## config.mk

```make
export PLATFORM = sky130hd
export DESIGN_NAME = ils_unit
export DESIGN_NICKNAME = d
export VERILOG_FILES = /design/src/rtl/ils_pkg.sv /design/src/rtl/ils_opd_words.sv /design/src/rtl/ils_split.sv /design/src/rtl/ils_ext_disp.sv /design/src/rtl/ils_unit.sv
export SDC_FILE = /design/constraint.sdc
export NUM_CORES = 1
export LEC_CHECK = 0
export BUFFER_PORTS_ARGS = -buffer_cell sky130_fd_sc_hd__buf_2
export CORE_MARGIN = 1.5
export CORE_UTILIZATION = 30
export CTS_CLUSTER_DIAMETER = 60
export DETAILED_ROUTE_END_ITERATION = 10
export SLEW_MARGIN = 20
export SYNTH_ARGS = -nofsm -noshare
export SYNTH_HDL_FRONTEND = slang
export SYNTH_SLANG_ARGS = --single-unit
```

## constraint.sdc

```tcl
create_clock -name clk -period 4.2 [get_ports clk]
set_clock_uncertainty 0.1 [all_clocks]
set_input_delay 0 -clock clk [delete_from_list [all_inputs] [get_ports clk]]
set_output_delay 0 -clock clk [all_outputs]
set_load 0.02 [all_outputs]
```

## src/rtl/ils_pkg.sv

```systemverilog
package ils_pkg;
    // Operand modes that pull one extra word from the instruction stream
    localparam int ILS_IDX_LO  = 16;
    localparam int ILS_IDX_HI  = 23;
    localparam int ILS_NXT_IND = 30;
    localparam int ILS_NXT_LIT = 31;

    // Kind of extended-form operation
    typedef enum logic [1:0] {
        EK_NONE = 2'd0,
        EK_JSR  = 2'd1,
        EK_RSVD = 2'd2
    } ext_kind_t;
endpackage

```

## src/rtl/ils_opd_words.sv

```systemverilog
module ils_opd_words
    import ils_pkg::*;
#(
    parameter int OPD_W = 6
) (
    input  logic [OPD_W-1:0] mode,
    input  logic             en,
    output logic             extra
);
    logic in_idx;
    logic in_nxt;

    always_comb begin
        in_idx = (int'(mode) >= ILS_IDX_LO) && (int'(mode) <= ILS_IDX_HI);
        in_nxt = (int'(mode) == ILS_NXT_IND) || (int'(mode) == ILS_NXT_LIT);
        extra  = en && (in_idx || in_nxt);
    end
endmodule

```

## src/rtl/ils_split.sv

```systemverilog
module ils_split #(
    parameter int OPC_W = 4,
    parameter int OPD_W = 6,
    parameter int LEN_W = 2,
    localparam int WORD_W = OPC_W + 2 * OPD_W
) (
    input  logic [WORD_W-1:0] word,
    output logic [OPC_W-1:0]  opc,
    output logic [OPD_W-1:0]  opd_a,
    output logic [OPD_W-1:0]  opd_b,
    output logic              is_ext,
    output logic [LEN_W-1:0]  len
);
    localparam int N_OPD = 2;

    logic [OPD_W-1:0] mode_arr [N_OPD];
    logic             en_arr   [N_OPD];
    logic [N_OPD-1:0] extra;

    always_comb begin
        opc         = word[OPC_W-1:0];
        opd_a       = word[OPC_W+OPD_W-1:OPC_W];
        opd_b       = word[WORD_W-1:OPC_W+OPD_W];
        is_ext      = (opc == '0);
        mode_arr[0] = opd_a;
        mode_arr[1] = opd_b;
        en_arr[0]   = !is_ext;   // extended form has no a operand
        en_arr[1]   = 1'b1;
    end

    for (genvar i = 0; i < N_OPD; i++) begin : g_opd
        ils_opd_words #(.OPD_W(OPD_W)) u_words (
            .mode  (mode_arr[i]),
            .en    (en_arr[i]),
            .extra (extra[i])
        );
    end

    always_comb begin
        len = LEN_W'(1);
        for (int k = 0; k < N_OPD; k++) begin
            len = len + LEN_W'(extra[k]);
        end
    end
endmodule

```

## src/rtl/ils_ext_disp.sv

```systemverilog
module ils_ext_disp
    import ils_pkg::*;
#(
    parameter int OPD_W    = 6,
    parameter int JSR_CODE = 1
) (
    input  logic             is_ext,
    input  logic [OPD_W-1:0] opd_a,
    output logic [OPD_W-1:0] ext_op,
    output ext_kind_t        kind
);
    always_comb begin
        ext_op = is_ext ? opd_a : '0;
        if (!is_ext) begin
            kind = EK_NONE;
        end else if (opd_a == OPD_W'(JSR_CODE)) begin
            kind = EK_JSR;
        end else begin
            kind = EK_RSVD;
        end
    end
endmodule

```

## src/rtl/ils_unit.sv

```systemverilog
module ils_unit
    import ils_pkg::*;
#(
    parameter int OPC_W    = 4,
    parameter int OPD_W    = 6,
    parameter int LEN_W    = 2,
    parameter int JSR_CODE = 1,
    parameter int JSR_CYC  = 2,
    localparam int WORD_W  = OPC_W + 2 * OPD_W,
    localparam int XCYC_W  = $clog2(JSR_CYC + 1)
) (
    input  logic              clk,
    input  logic              rst_n,
    input  logic              ins_vld,
    input  logic [WORD_W-1:0] ins_word,
    input  logic              skip_req,
    input  logic              cond_ok,
    input  logic [WORD_W-1:0] jsr_target,
    output logic [OPC_W-1:0]  opc,
    output logic [OPD_W-1:0]  opd_a,
    output logic [OPD_W-1:0]  opd_b,
    output logic              is_ext,
    output logic [OPD_W-1:0]  ext_op,
    output logic [LEN_W-1:0]  ins_len,
    output logic [WORD_W-1:0] pc,
    output logic [WORD_W-1:0] sp,
    output logic              skip_pend,
    output logic              skipped,
    output logic              push_vld,
    output logic [WORD_W-1:0] push_addr,
    output logic [WORD_W-1:0] push_data,
    output logic [XCYC_W-1:0] xcyc,
    output logic              ill_vld,
    output logic [WORD_W-1:0] ill_pc
);
    typedef struct packed {
        logic [WORD_W-1:0] pc;
        logic [WORD_W-1:0] sp;
        logic              skip;
        logic              skipped;
        logic              push_vld;
        logic [WORD_W-1:0] push_addr;
        logic [WORD_W-1:0] push_data;
        logic [XCYC_W-1:0] xcyc;
        logic              ill_vld;
        logic [WORD_W-1:0] ill_pc;
    } st_t;

    st_t       st_d;
    st_t       st_q;
    ext_kind_t kind;
    logic [WORD_W-1:0] ret_addr;

    ils_split #(.OPC_W(OPC_W), .OPD_W(OPD_W), .LEN_W(LEN_W)) u_split (
        .word   (ins_word),
        .opc    (opc),
        .opd_a  (opd_a),
        .opd_b  (opd_b),
        .is_ext (is_ext),
        .len    (ins_len)
    );

    ils_ext_disp #(.OPD_W(OPD_W), .JSR_CODE(JSR_CODE)) u_disp (
        .is_ext (is_ext),
        .opd_a  (opd_a),
        .ext_op (ext_op),
        .kind   (kind)
    );

    always_comb begin
        ret_addr      = st_q.pc + WORD_W'(ins_len);
        st_d          = st_q;
        st_d.skipped  = 1'b0;
        st_d.push_vld = 1'b0;
        st_d.ill_vld  = 1'b0;
        st_d.xcyc     = '0;
        if (ins_vld) begin
            if (st_q.skip) begin
                // consume the whole instruction, no side effects
                st_d.pc      = ret_addr;
                st_d.skip    = 1'b0;
                st_d.skipped = 1'b1;
            end else begin
                st_d.pc = ret_addr;
                if (kind == EK_JSR) begin
                    st_d.sp        = st_q.sp - WORD_W'(1);
                    st_d.push_vld  = 1'b1;
                    st_d.push_addr = st_q.sp - WORD_W'(1);
                    st_d.push_data = ret_addr;
                    st_d.pc        = jsr_target;
                    st_d.xcyc      = XCYC_W'(JSR_CYC);
                end
                if (kind == EK_RSVD) begin
                    st_d.ill_vld = 1'b1;
                    st_d.ill_pc  = st_q.pc;
                end
                if (skip_req && !cond_ok) begin
                    st_d.skip = 1'b1;
                end
            end
        end
    end

    always_ff @(posedge clk) begin
        if (!rst_n) begin
            st_q <= '0;
        end else begin
            st_q <= st_d;
        end
    end

    always_comb begin
        pc        = st_q.pc;
        sp        = st_q.sp;
        skip_pend = st_q.skip;
        skipped   = st_q.skipped;
        push_vld  = st_q.push_vld;
        push_addr = st_q.push_addr;
        push_data = st_q.push_data;
        xcyc      = st_q.xcyc;
        ill_vld   = st_q.ill_vld;
        ill_pc    = st_q.ill_pc;
    end
endmodule

```

==> metrics.sh, run 1 <==
CELLLEAKAGEPOWER_uW=0.00198
GLOBAL_ROUTE_WIRE_LENGTH_BEFORE_REPAIR_UM=14300
TOP_LEVEL_PINS=148
POST-ROUTE-MIN-PERIOD_PS=2750
CLK_LATENCY_PS=350
LAYOUT_WORST_PATH_CYCLE_SHARE=0.654
NUMBER_OF_SYNTHESIZED_FLOPS_WITH_AN_ENABLE_PIN=0
CTS_MAX_LEVEL=3
HOLD_CLASS='input port to register'
ROUTED-VIA-COUNT=3044
WORSTSETUPSTARTPOINTTYPE='input port'
ROUTE.FINAL.WIRE_LENGTH_UM=9230
FILLERINSTANCES=1133
TIMING.CRITICAL_PATH.REQUIRED_PS=4380
SETUP_VIOLATIONS=0
FINALSETUPTNS_PS=0
LAYOUT-AREA-OVERHEAD-VS-SYNTH_PCT=30.5
CLOCK-ROOT-BUFFER='sky130_fd_sc_hd__clkbuf_8'
CRITICAL_PATH_BUF_INV_COUNT=4
INITIAL_CELL_DENSITY_OF_THE_CORE=0.307
MULTI_INPUT_AREA_UM2=1600
CRIT_TYPE='input port to register'
TIMING.FMAX_MHz=364
YS_TOP_CELLS_BY_AREA='sky130_fd_sc_hd__dfxtp_1 41%, sky130_fd_sc_hd__buf_4 8.6%, sky130_fd_sc_hd__mux2i_1 6.3%'
ASYNC_RESET_FF_FRAC=0
DETAIL_ROUTE.FIRST_PASS.ITERATIONS=4
SLEW_AT_THE_PIN_WITH_THE_WORST_MAX_SLEW_SLACK_PS=879
DRT_FIRST_ITER_VIOLATIONS=197
IO_BUFFERS=144
CTS_INSERTED_BUFFERS=9
POST-CTS-SETUP-BUFFERS=0
POSTSYNTH.TOPFLOPCELL='sky130_fd_sc_hd__dfxtp_1'
CLOCK-SINKS=68
SEQ_AREA_FRAC_SYNTH=0.409
VIASPERCELL=4.70
CELL_AREA_SYNTH_UM2=3330
FINALNETCOUNT=545
CRIT_PATH_CELL_TRACE='dlygate4sd3_1 -> buf_2 -> nor2b_1 -> nor4b_4 -> buf_12 -> a22o_1 -> nand2_1 -> dlygate4sd3_1 -> o21ai_0'
FINAL-INSTANCE-COUNT-EXCL-FILL=648
COUNT_OF_SYNTHESIS_STAGE_WARNINGS_FROM_YOSYS=0
POST_SYNTH_NUM_CELL_TYPES=40
DP_HPWL_UM=6540
RUN_STATUS='finished clean'
DIE_HEIGHT_UM=108
PATH_CLK_SLEW_PS=80
NUMBER_OF_ANTENNA_VIOLATIONS_AT_THE_FIRST_CHECK_IN_GLOBAL_ROUTING=0
PLACE.DETAILED.INSTANCES=610
MAXSLEWHEADROOM=0.412
CRIT_TOP_CELL='sky130_fd_sc_hd__dlygate4sd3_1'
SYN_NETS=420
ROWS=38
WORST-PATH-MAX-FANOUT=49
CRIT_SLOWEST_CELL='sky130_fd_sc_hd__nor4b_4'
DIE_W_UM=108
POST_SYNTH.CELL_AREA_AVG_UM2=8.80
CLOCKBUFFERDEPTH=2
ANTENNA_CELLS=0
FP.DIEAREA_UM2=11700
TIMING_HOLD_VIOLATIONS_FINAL=0
PLACE.GP.CONGESTION=0.843
CRITPATHMAXSTAGEDELAY_PS=770
CELLPOWERDENSITY_nW_PER_UM2=306
POST-SYNTH-TOP-AREA-FRACTION=0.409
GRT.TOTAL_USAGE=0.159
DETAIL_ROUTE.WL_PER_CELL_UM=14.2
GRT_SETUP_UNREPAIRED='false'
LAYOUT-DRIVE-GT1-SHARE=0.327
REPORT.FINAL.SLEW_VIOL_COUNT=0
SYNTH_LARGEST_AREA_CELL='sky130_fd_sc_hd__dfxtp_1'
DRCVIOLATIONCOUNT=0
CP.ARRIVAL_PS=2930
GRT-OVFL-TOTAL=0
YOSYS_REGISTER_BITS=68
FIRST_GLOBAL_VIAS=2854
FINAL_ANTENNA_NET_COUNT=0
WORST_SETUP_PATH_END_KIND='register'
MAX_CAP_VIOL_COUNT=0
CRITICAL-PATH-TOP-DELAY-FAMILY='buffers and inverters'
POST_SYNTH_INST_COUNT=378
CLOCK_TREE_FROM_TRITONCTS='built'
CORE_REGION_AREA_UM2=10800
IR_WORST_VDD_V=0.000199
GRT_START_MAX_NET_PINS=50
FF_LATCH_AREA_UM2=1360
[kinds of logic (layout without fill, tap and decap cells)]
logic type	after synthesis	in the layout	synth area share
simple gates	139	139	0.213
flops	68	68	0.409
buf+inv	63	193	0.115
compound gates	52	52	0.101
xor+xnor	29	29	0.0763
mux	21	21	0.0632
fa+ha+maj	5	5	0.0211
other cells	1	1	0.00113
[cell type report]
cell class	count	area share
clock buffers	10	0.0317
clock inverters	6	0.0147
inverters	9	0.00778
multi-input cells	247	0.369
flip-flops and latches	68	0.314
well taps	140	0.0404
repair buffers	168	0.223
[cells in the final DEF (no fill, tap or decap), types with 2 or more instances in the layout]
| cell type | netlist | layout |
|---|---|---|
| sky130_fd_sc_hd__a211oi_1 | 4 | 4 |
| sky130_fd_sc_hd__a21oi_1 | 14 | 14 |
| sky130_fd_sc_hd__a222oi_1 | 5 | 5 |
| sky130_fd_sc_hd__a22o_1 | 6 | 6 |
| sky130_fd_sc_hd__a31oi_1 | 2 | 2 |
| sky130_fd_sc_hd__and2_1 | 9 | 9 |
| sky130_fd_sc_hd__and3_1 | 4 | 4 |
| sky130_fd_sc_hd__buf_2 | 4 | 144 |
| sky130_fd_sc_hd__clkbuf_8 | 0 | 10 |
| sky130_fd_sc_hd__clkinv_2 | 0 | 2 |
| sky130_fd_sc_hd__clkinvlp_4 | 0 | 2 |
| sky130_fd_sc_hd__dfxtp_1 | 68 | 68 |
| sky130_fd_sc_hd__dlygate4sd3_1 | 0 | 22 |
| sky130_fd_sc_hd__ha_1 | 4 | 4 |
| sky130_fd_sc_hd__inv_1 | 9 | 9 |
| sky130_fd_sc_hd__mux2i_1 | 21 | 21 |
| sky130_fd_sc_hd__nand2_1 | 22 | 22 |
| sky130_fd_sc_hd__nand2b_1 | 2 | 2 |
| sky130_fd_sc_hd__nand3_1 | 11 | 11 |
| sky130_fd_sc_hd__nand3b_1 | 4 | 4 |
| sky130_fd_sc_hd__nand4_1 | 7 | 7 |
| sky130_fd_sc_hd__nand4b_1 | 3 | 3 |
| sky130_fd_sc_hd__nor2_1 | 54 | 54 |
| sky130_fd_sc_hd__nor2b_1 | 2 | 2 |
| sky130_fd_sc_hd__nor3_1 | 6 | 6 |
| sky130_fd_sc_hd__nor4_1 | 7 | 7 |
| sky130_fd_sc_hd__o21ai_0 | 17 | 17 |
| sky130_fd_sc_hd__or4_1 | 3 | 3 |
| sky130_fd_sc_hd__xnor2_1 | 13 | 13 |
| sky130_fd_sc_hd__xor2_1 | 16 | 16 |
[synthesized netlist by cell type (3+ instances only)]
cell type	n
sky130_fd_sc_hd__dfxtp_1	68
sky130_fd_sc_hd__nor2_1	54
sky130_fd_sc_hd__buf_4	38
sky130_fd_sc_hd__nand2_1	22
sky130_fd_sc_hd__mux2i_1	21
sky130_fd_sc_hd__o21ai_0	17
sky130_fd_sc_hd__xor2_1	16
sky130_fd_sc_hd__a21oi_1	14
sky130_fd_sc_hd__xnor2_1	13
sky130_fd_sc_hd__clkbuf_1	11
sky130_fd_sc_hd__nand3_1	11
sky130_fd_sc_hd__and2_1	9
sky130_fd_sc_hd__inv_1	9
sky130_fd_sc_hd__nand4_1	7
sky130_fd_sc_hd__nor4_1	7
sky130_fd_sc_hd__a22o_1	6
sky130_fd_sc_hd__nor3_1	6
sky130_fd_sc_hd__a222oi_1	5
sky130_fd_sc_hd__a211oi_1	4
sky130_fd_sc_hd__and3_1	4
sky130_fd_sc_hd__buf_2	4
sky130_fd_sc_hd__ha_1	4
sky130_fd_sc_hd__nand3b_1	4
sky130_fd_sc_hd__nand4b_1	3
sky130_fd_sc_hd__or4_1	3
[per-layer routing]
metal | up-vias | routed length (µm) | GRT usage
met5 | - | 0 | 0
met4 | 0 | 100 | 0.0385
met3 | 7 | 525 | 0.0561
met2 | 111 | 4370 | 0.261
met1 | 1402 | 4230 | 0.200
li1 | 1524 | - | -
[flip-flops by register name, indices dropped and copies added (netlist names)]
signal     count
ill_pc        16
ill_vld        1
push_data     16
xcyc           1
skipped        1
push_addr     16
skip_pend      1
pc            16
[timing repair]
action                                 in CTS  in global routing
endpoints found under the hold margin      19                  0
hold buffers                               22                  0
gates resized for setup                     0                  0
[power by group]
group | switching [µW] | internal [µW] | leakage (µW)
registers | 5.82 | 648 | 0.000548
logic | 71.2 | 51.2 | 0.00133
clock network | 265 | 289 | 0.0000983
[metrics by stage]
stage,hold slack (ps),total power (µW),cell area (µm²),setup slack [ps],utilization
floorplan,12.6,741,3330,1410,-
global placement,-99.6,775,3910,1290,0.360
detailed placement,-99.6,776,3910,1220,0.360
CTS,2.67,1350,4330,1470,0.399
global route,20.8,1390,4340,1280,0.400
finish,23.7,1330,4340,1450,0.400
[worst paths after layout]
kind,slack (ps),end,cells after the start,start
worst min-delay path,20,push_data[14],3,rst_n
worst max register to register,1460,pc[13],7,skip_pend
worst max-delay path,1450,pc[13],9,ins_vld
worst min register to register,390,ill_pc[1],2,ill_pc[1]
[worst reg2reg max path: stages (launching register included)]
cell                            delay (ps)
sky130_fd_sc_hd__dfxtp_1               380
sky130_fd_sc_hd__nor2b_1               260
sky130_fd_sc_hd__nor4b_4               780
sky130_fd_sc_hd__buf_12                320
sky130_fd_sc_hd__a22o_1                170
sky130_fd_sc_hd__nand2_1                50
sky130_fd_sc_hd__dlygate4sd3_1         560
sky130_fd_sc_hd__o21ai_0                70
No activity file was read; power rests on OpenSTA's default activity.
==> run 2, diff against run 1 <==
==> constraint.sdc (replaced) <==
create_clock -name clk -period 2.6 [get_ports clk]
set_clock_uncertainty 0.1 [all_clocks]
set_input_delay 0 -clock clk [delete_from_list [all_inputs] [get_ports clk]]
set_output_delay 0 -clock clk [all_outputs]
set_load 0.02 [all_outputs]
==> run 2 against run 1 <==
- via count is 3.1% higher
- critical path depth is 5 higher
- register-to-register slack worse by 1000 ps
- highest routed layer unchanged
==> metrics.sh, run 2 (same netlist as run 1, synthesis figures left out) <==
CELLLEAKAGEPOWER_uW=0.00202  # +2.2%
WORST_R2R_ENDPOINT='pc[13]'
FP.DIEAREA_UM2=11700  # unchanged
LAYOUT_WORST_PATH_CYCLE_SHARE=0.888
COMB_POWER_SHARE=0.096  # +0.004
HOLD-PATH-ENDPOINT='opc[1]'
DETAIL_ROUTE.WL_PER_CELL_UM=14.4  # +0.82%
CP.ARRIVAL_PS=2450  # -480 ps
NUMBER_OF_ANTENNA_VIOLATIONS_AT_THE_FIRST_CHECK_IN_GLOBAL_ROUTING=0  # unchanged
POST-LAYOUT-TOTAL-POWER_uW=2170  # +63%
CRIT_TYPE='input port to register'
DIE_W_UM=108  # unchanged
LAYOUT-AREA-OVERHEAD-VS-SYNTH_PCT=33.1
TIMING.CRITICAL_PATH.REQUIRED_PS=2740  # -1640 ps
WORST-PATH-MAX-FANOUT=3  # -94%
REG2REG_SETUP_SLACK_PS=420  # -1040 ps
CLOCK_TREE_FROM_TRITONCTS='built'
CTS_MAX_LEVEL=3  # unchanged
RR_STARTPOINT='skip_pend'
ROUTED-VIA-COUNT=3137  # +3.1%
GRT.TOTAL_USAGE=0.161  # +0.00136
CELLPOWERDENSITY_nW_PER_UM2=490  # +60%
PATH_CLK_SLEW_PS=70  # about the same
VIASPERCELL=4.75  # +1.2%
GRTUSAGEMET2=0.272  # +0.0108
SHARE_OF_POWER_BURNED_IN_THE_CLOCK_NETWORK=0.417  # about the same
ROWS=38  # unchanged
DRCVIOLATIONCOUNT=0  # unchanged
FINALCOREUTILIZATION=0.409  # +0.00819
PLACE.DETAILED.INSTANCES=621  # +1.8%
MAX_CAP_VIOL_COUNT=0  # unchanged
WORSTSETUPSTARTPOINTTYPE='input port'
HP-START='ins_word[1]'
SWSHARE=0.248  # -0.00857
WORSTHOLDPATHCELLS=2  # -1
GR-USAGE-MET3=0.0410  # -0.0151
TOP_LEVEL_PINS=148  # unchanged
CTS_INSERTED_BUFFERS=9  # unchanged
DP_HPWL_UM=6620  # +1.3%
CLOCK-ROOT-BUFFER='sky130_fd_sc_hd__clkbuf_8'
TOTAL_SWITCHING_POWER_uW=538  # +58%
RUN_STATUS='finished clean'
FINALSETUPTNS_PS=0  # unchanged
CLK_LATENCY_PS=350  # about the same
DETAIL_ROUTE.FIRST_PASS.ITERATIONS=4  # unchanged
CLOCKBUFFERDEPTH=2  # unchanged
LAYOUT.CELLS.MOST_COMMON_LIST='144 x sky130_fd_sc_hd__buf_2, 68 x sky130_fd_sc_hd__dfxtp_1, 53 x sky130_fd_sc_hd__nor2_1'
POWER.SEQUENTIAL.FRACTION=0.487  # -0.005
R2R.WORST_PATH.CELLS=7  # unchanged
PLACE.GP.CONGESTION=0.808  # -4.2%
IR_WORST_VDD_V=0.000222  # +11%
DRT_FIRST_ITER_VIOLATIONS=181  # -8.1%
GRT_USE_MET1=0.195  # -0.00493
TIMING_HOLD_VIOLATIONS_FINAL=0  # unchanged
GRT-OVFL-TOTAL=0  # unchanged
INITIAL_CELL_DENSITY_OF_THE_CORE=0.307  # unchanged
LEADING_CELL_TYPE_IN_THE_LAYOUT_FILL_AND_TAPS_EXCLUDED='sky130_fd_sc_hd__buf_2'
FILLERINSTANCES=1110  # -2.0%
LAYOUT-DRIVE-GT1-SHARE=0.346  # +0.0194
SLEW_AT_THE_PIN_WITH_THE_WORST_MAX_SLEW_SLACK_PS=972  # +92.7 ps
MAXSLEWHEADROOM=0.351  # -0.0601
GRT_SETUP_UNREPAIRED='false'
POST-ROUTE-MIN-PERIOD_PS=2310
IO_BUFFERS=144  # unchanged
FINALNETCOUNT=557  # +2.2%
GLOBAL_ROUTE_WIRE_LENGTH_BEFORE_REPAIR_UM=14400  # +1.0%
SETUP_VIOLATIONS=0  # unchanged
DIE_HEIGHT_UM=108  # unchanged
GRT_START_MAX_NET_PINS=50  # unchanged
CELL_INTERNAL_PWR_uW=1630  # +65%
FIRST_GLOBAL_VIAS=2921  # +2.3%
TIMING.FMAX_MHz=433
CLOCK-SINKS=68  # unchanged
CORE_REGION_AREA_UM2=10800  # unchanged
GLOBALROUTE.BUSIESTLAYER='met2'
WORST_SETUP_PATH_END_KIND='register'
DPL-INSTANCE-AREA_UM2=4000  # +2.3%
FINAL_AREA_UM2=4430  # +2.0%
REPORT.FINAL.SLEW_VIOL_COUNT=0  # unchanged
CTS-RESIZED-GATES=0  # unchanged
ANTENNA_CELLS=0  # unchanged
FINAL-INSTANCE-COUNT-EXCL-FILL=660  # +1.9%
FINAL_ANTENNA_NET_COUNT=0  # unchanged
HOLD_CLASS='input port to output pin'
ROUTE.FINAL.WIRE_LENGTH_UM=9480  # +2.7%
run 2: power by group through the flow:
stage | registers, µW | clock network [µW] | logic, µW
finish | 1060 | 904 | 209
global route | 1060 | 987 | 227
CTS | 1060 | 935 | 209
detailed placement | 1080 | 0 | 183
global placement | 1080 | 0 | 181
floorplan | 1080 | 0 | 115
run 2: cell type report:
cell class                      instances  area, µm²  share of cell area
Multi-Input combinational cell        247       1590               0.359
Sequential cell                        68       1360               0.307
Timing Repair Buffer                  180       1060               0.240
Tap cell                              140        175              0.0395
Clock buffer                           12        155              0.0350
Clock inverter                          4       47.5              0.0107
Inverter                                9       37.5             0.00847
run 2: metrics by stage:
step / hold slack (ps) / setup WS, ps
2_1_floorplan: 12.6 / -1.49
3_3_place_gp: -99.9 / -33.3
3_5_place_dp: -99.9 / -79.9
4_1_cts: 135 / 294
5_1_grt: 146 / 160
6_report: 133 / 290
run 2: worst max path at each step:
| stage | start | end |
|---|---|---|
| 2_1_floorplan | ins_word[1] | pc[10] |
| 3_3_place_gp | ins_word[1] | push_data[10] |
| 3_5_place_dp | ins_word[1] | pc[10] |
| 4_1_cts | ins_word[1] | pc[14] |
| 5_1_grt | ins_word[1] | pc[14] |
| 6_report | ins_word[1] | pc[10] |
run 2: critical path, stage by stage:
cell                         delay [ps]
sky130_fd_sc_hd__buf_2              100
sky130_fd_sc_hd__or4_4              570
sky130_fd_sc_hd__clkinvlp_4         100
sky130_fd_sc_hd__a21oi_1             40
sky130_fd_sc_hd__nand3b_1            90
sky130_fd_sc_hd__ha_1               140
sky130_fd_sc_hd__inv_2               40
sky130_fd_sc_hd__ha_1               200
sky130_fd_sc_hd__fa_2               350
sky130_fd_sc_hd__and4_1             240
sky130_fd_sc_hd__and2_1             200
sky130_fd_sc_hd__nand3_1            100
sky130_fd_sc_hd__xor2_1             180
sky130_fd_sc_hd__o21ai_0            100
run 2: what timing repair did:
item                                    CTS  global route
hold endpoints to repair                 20             0
buffers inserted                          0             0
endpoints found under the setup margin    0             0
hold buffers                             23             0
run 2: metal layers:
layer | routed length, µm | vias up
li1 | - | 1547
met1 | 4230 | 1465
met2 | 4610 | 116
met3 | 527 | 9
met4 | 116 | 0
met5 | 0 | -
==> run 3, diff against run 2 <==
--- a/config.mk
+++ b/config.mk
@@ -6,10 +6,13 @@
 export NUM_CORES = 1
 export LEC_CHECK = 0
 export BUFFER_PORTS_ARGS = -buffer_cell sky130_fd_sc_hd__buf_2
+export CELL_PAD_IN_SITES_DETAIL_PLACEMENT = 0
+export CELL_PAD_IN_SITES_GLOBAL_PLACEMENT = 1
 export CORE_MARGIN = 1.5
 export CORE_UTILIZATION = 30
 export CTS_CLUSTER_DIAMETER = 60
 export DETAILED_ROUTE_END_ITERATION = 10
+export PLACE_DENSITY_LB_ADDON = 0.1
 export SLEW_MARGIN = 20
 export SYNTH_ARGS = -nofsm -noshare
 export SYNTH_HDL_FRONTEND = slang
==> run 3 against run 2 <==
- routed wire length shrank 2.4%
- combinational power shrank 2%
- first-iteration DRC count shrank 25%
- power grew 2.1%
- clock power grew 5.5%
- critical path type unchanged
- largest cell class unchanged
==> metrics.sh, run 3 (same netlist as run 1, synthesis figures left out) <==
IO_BUFFERS=144  # unchanged
REG2REG_SETUP_SLACK_PS=400  # -20 ps
TOP_LEVEL_PINS=148  # unchanged
MAXSLEWHEADROOM=0.584  # +0.233
REPORT.FINAL.SLEW_VIOL_COUNT=0  # unchanged
CLK_LATENCY_PS=340  # about the same
DP_HPWL_UM=6670  # +0.82%
GRT-OVFL-TOTAL=0  # unchanged
NUMBER_OF_ANTENNA_VIOLATIONS_AT_THE_FIRST_CHECK_IN_GLOBAL_ROUTING=0  # unchanged
DIE_W_UM=108  # unchanged
R2R.WORST_PATH.CELLS=7  # unchanged
PATH_CLK_SLEW_PS=80  # about the same
CELL_INTERNAL_PWR_uW=1680  # +2.8%
CTS_INSERTED_BUFFERS=9  # unchanged
CRITPATHMAXSTAGEDELAY_PS=550  # -20 ps
GRT.TOTAL_USAGE=0.160  # -0.00115
POST-CTS-SETUP-BUFFERS=0  # unchanged
GRT_START_MAX_NET_PINS=62  # +24%
COMB_POWER_SHARE=0.092  # -0.004
CLOCK-SINKS=68  # unchanged
TOTAL_SWITCHING_POWER_uW=539  # +0.19%
FINAL_ANTENNA_NET_COUNT=0  # unchanged
TIMING.CRITICAL_PATH.REQUIRED_PS=2770  # +30 ps
ROUTED-VIA-COUNT=3077  # -1.9%
GRT_SETUP_UNREPAIRED='false'
RUN_STATUS='finished clean'
SWSHARE=0.244  # -0.00474
FP.DIEAREA_UM2=11700  # unchanged
GLOBAL_ROUTE_WIRE_LENGTH_BEFORE_REPAIR_UM=14400  # -0.15%
PLACE.DETAILED.INSTANCES=622  # +0.16%
SHARE_OF_POWER_BURNED_IN_THE_CLOCK_NETWORK=0.431  # +0.014
LAYOUT-AREA-OVERHEAD-VS-SYNTH_PCT=33.4
MAX_CAP_VIOL_COUNT=0  # unchanged
POST-PLACE-WS_PS=-79.5  # +0.430 ps
ROUTE.FINAL.WIRE_LENGTH_UM=9250  # -2.4%
POWER.SEQUENTIAL.FRACTION=0.477  # -0.010
RR_STARTPOINT='skip_pend'
TIMING_HOLD_VIOLATIONS_FINAL=0  # unchanged
TIMING.FMAX_MHz=434  # +0.30%
SETUP_VIOLATIONS=0  # unchanged
SETUP_WS_PS=297  # +6.92 ps
WORSTSETUPSTARTPOINTTYPE='input port'
CTS_MAX_LEVEL=3  # unchanged
LEADING_CELL_TYPE_IN_THE_LAYOUT_FILL_AND_TAPS_EXCLUDED='sky130_fd_sc_hd__buf_2'
WORST_R2R_ENDPOINT='pc[14]'
LAYOUT_WORST_PATH_CYCLE_SHARE=0.886  # -0.00266
CRIT_PATH_CELL_TRACE='buf_2 -> or4_4 -> clkinvlp_4 -> a21oi_1 -> nand3b_1 -> ha_1 -> inv_2 -> ha_1 -> a21oi_1 -> buf_4 -> nor2_2 -> nand3_1 -> or4_1 -> a31oi_1'
ANTENNA_CELLS=0  # unchanged
PLACE.GP.CONGESTION=0.711  # -12%
FIRST_GLOBAL_VIAS=2781  # -4.8%
ROWS=38  # unchanged
CORE_REGION_AREA_UM2=10800  # unchanged
CLOCK_TREE_FROM_TRITONCTS='built'
DETAIL_ROUTE.FIRST_PASS.ITERATIONS=4  # unchanged
VIASPERCELL=4.67  # -1.8%
CRIT_SLOWEST_CELL='sky130_fd_sc_hd__or4_4'
CELLLEAKAGEPOWER_uW=0.00202  # -0.15%
INITIAL_CELL_DENSITY_OF_THE_CORE=0.307  # unchanged
FINAL-INSTANCE-COUNT-EXCL-FILL=659  # -0.15%
SLEW_AT_THE_PIN_WITH_THE_WORST_MAX_SLEW_SLACK_PS=619  # -353 ps
LAYOUT-DRIVE-GT1-SHARE=0.351  # +0.00452
CRITICAL-PATH-TOP-DELAY-FAMILY='simple AND/OR/NAND/NOR gates'
CRITICAL_PATH.STARTPOINT='ins_word[1]'
ENDPOINT_OF_THE_MOST_CRITICAL_SETUP_PATH='pc[15]'
CLOCK-ROOT-BUFFER='sky130_fd_sc_hd__clkbuf_8'
POST-ROUTE-MIN-PERIOD_PS=2300  # -6.92 ps
FINALSETUPTNS_PS=0  # unchanged
DRCVIOLATIONCOUNT=0  # unchanged
DETAIL_ROUTE.WL_PER_CELL_UM=14.0  # -2.2%
CRIT_CELLS=14  # unchanged
IR_WORST_VDD_V=0.000333  # +50%
CLOCKBUFFERDEPTH=2  # unchanged
CRIT_TYPE='input port to register'
CELLPOWERDENSITY_nW_PER_UM2=499  # +1.9%
FINALCOREUTILIZATION=0.409  # +0.000808
WORST_SETUP_PATH_END_KIND='register'
HOLD_CLASS='input port to register'
WORST-PATH-MAX-FANOUT=5  # +2
DIE_HEIGHT_UM=108  # unchanged
CP.ARRIVAL_PS=2470  # +20 ps
LAYOUT.CELLS.MOST_COMMON_LIST='144 x sky130_fd_sc_hd__buf_2, 68 x sky130_fd_sc_hd__dfxtp_1, 53 x sky130_fd_sc_hd__nor2_1'
FINALNETCOUNT=556  # -0.18%
CRITICAL_PATH_BUF_INV_COUNT=4  # +1
WORSTHOLDPATHCELLS=3  # +1
DRT_FIRST_ITER_VIOLATIONS=136  # -25%
==> run 3: worst min-delay path by stage <==
stage,endpoint,start
floorplan,opc[0],ins_word[0]
global placement,opd_b[0],ins_word[10]
detailed placement,opd_b[0],ins_word[10]
CTS,push_addr[15],rst_n
global route,pc[11],rst_n
finish,pc[7],rst_n
==> run 3: tightest hold or removal path, cell delays in order <==
cell and delay (ps):
sky130_fd_sc_hd__buf_2 240, sky130_fd_sc_hd__nand2_1 100, sky130_fd_sc_hd__o21ai_0 60
==> run 3: stage by stage <==
| step | cell area (µm²) | hold WS [ps] | power, µW |
|---|---|---|---|
| floorplan | 3340 | 12.6 | 1200 |
| global placement | 4010 | -99.6 | 1260 |
| detailed placement | 4010 | -99.6 | 1270 |
| CTS | 4440 | 4.88 | 2260 |
| global route | 4440 | 12.9 | 2320 |
| finish | 4440 | 19.5 | 2210 |
==> run 3: power by group through the flow <==
stage / logic [µW] / clock network (µW) / registers [µW]
6_report: 205 / 954 / 1060
5_1_grt: 226 / 1040 / 1060
4_1_cts: 208 / 994 / 1060
3_5_place_dp: 184 / 0 / 1080
3_3_place_gp: 183 / 0 / 1080
2_1_floorplan: 115 / 0 / 1080
==> run 3: area by class of cell <==
class	count	area, µm²
Tap cell	140	175
Clock inverter	6	88.8
Inverter	9	37.5
Fill cell	1130	6400
Multi-Input combinational cell	247	1600
Timing Repair Buffer	179	1050
Clock buffer	10	128
Sequential cell	68	1360
==> run 3: per-layer routing <==
metal  GRT usage  vias up  part of all wire
li1            -     1544                 -
met1       0.216     1420              0.48
met2       0.244      101              0.45
met3      0.0464       12             0.059
met4      0.0508        0             0.014
met5           0        -                 0
==> run 3: what timing repair did <==
item | 4_1_cts | 5_1_grt
hold endpoints to repair | 19 | 0
resized for setup | 0 | 0
hold buffers | 21 | 0
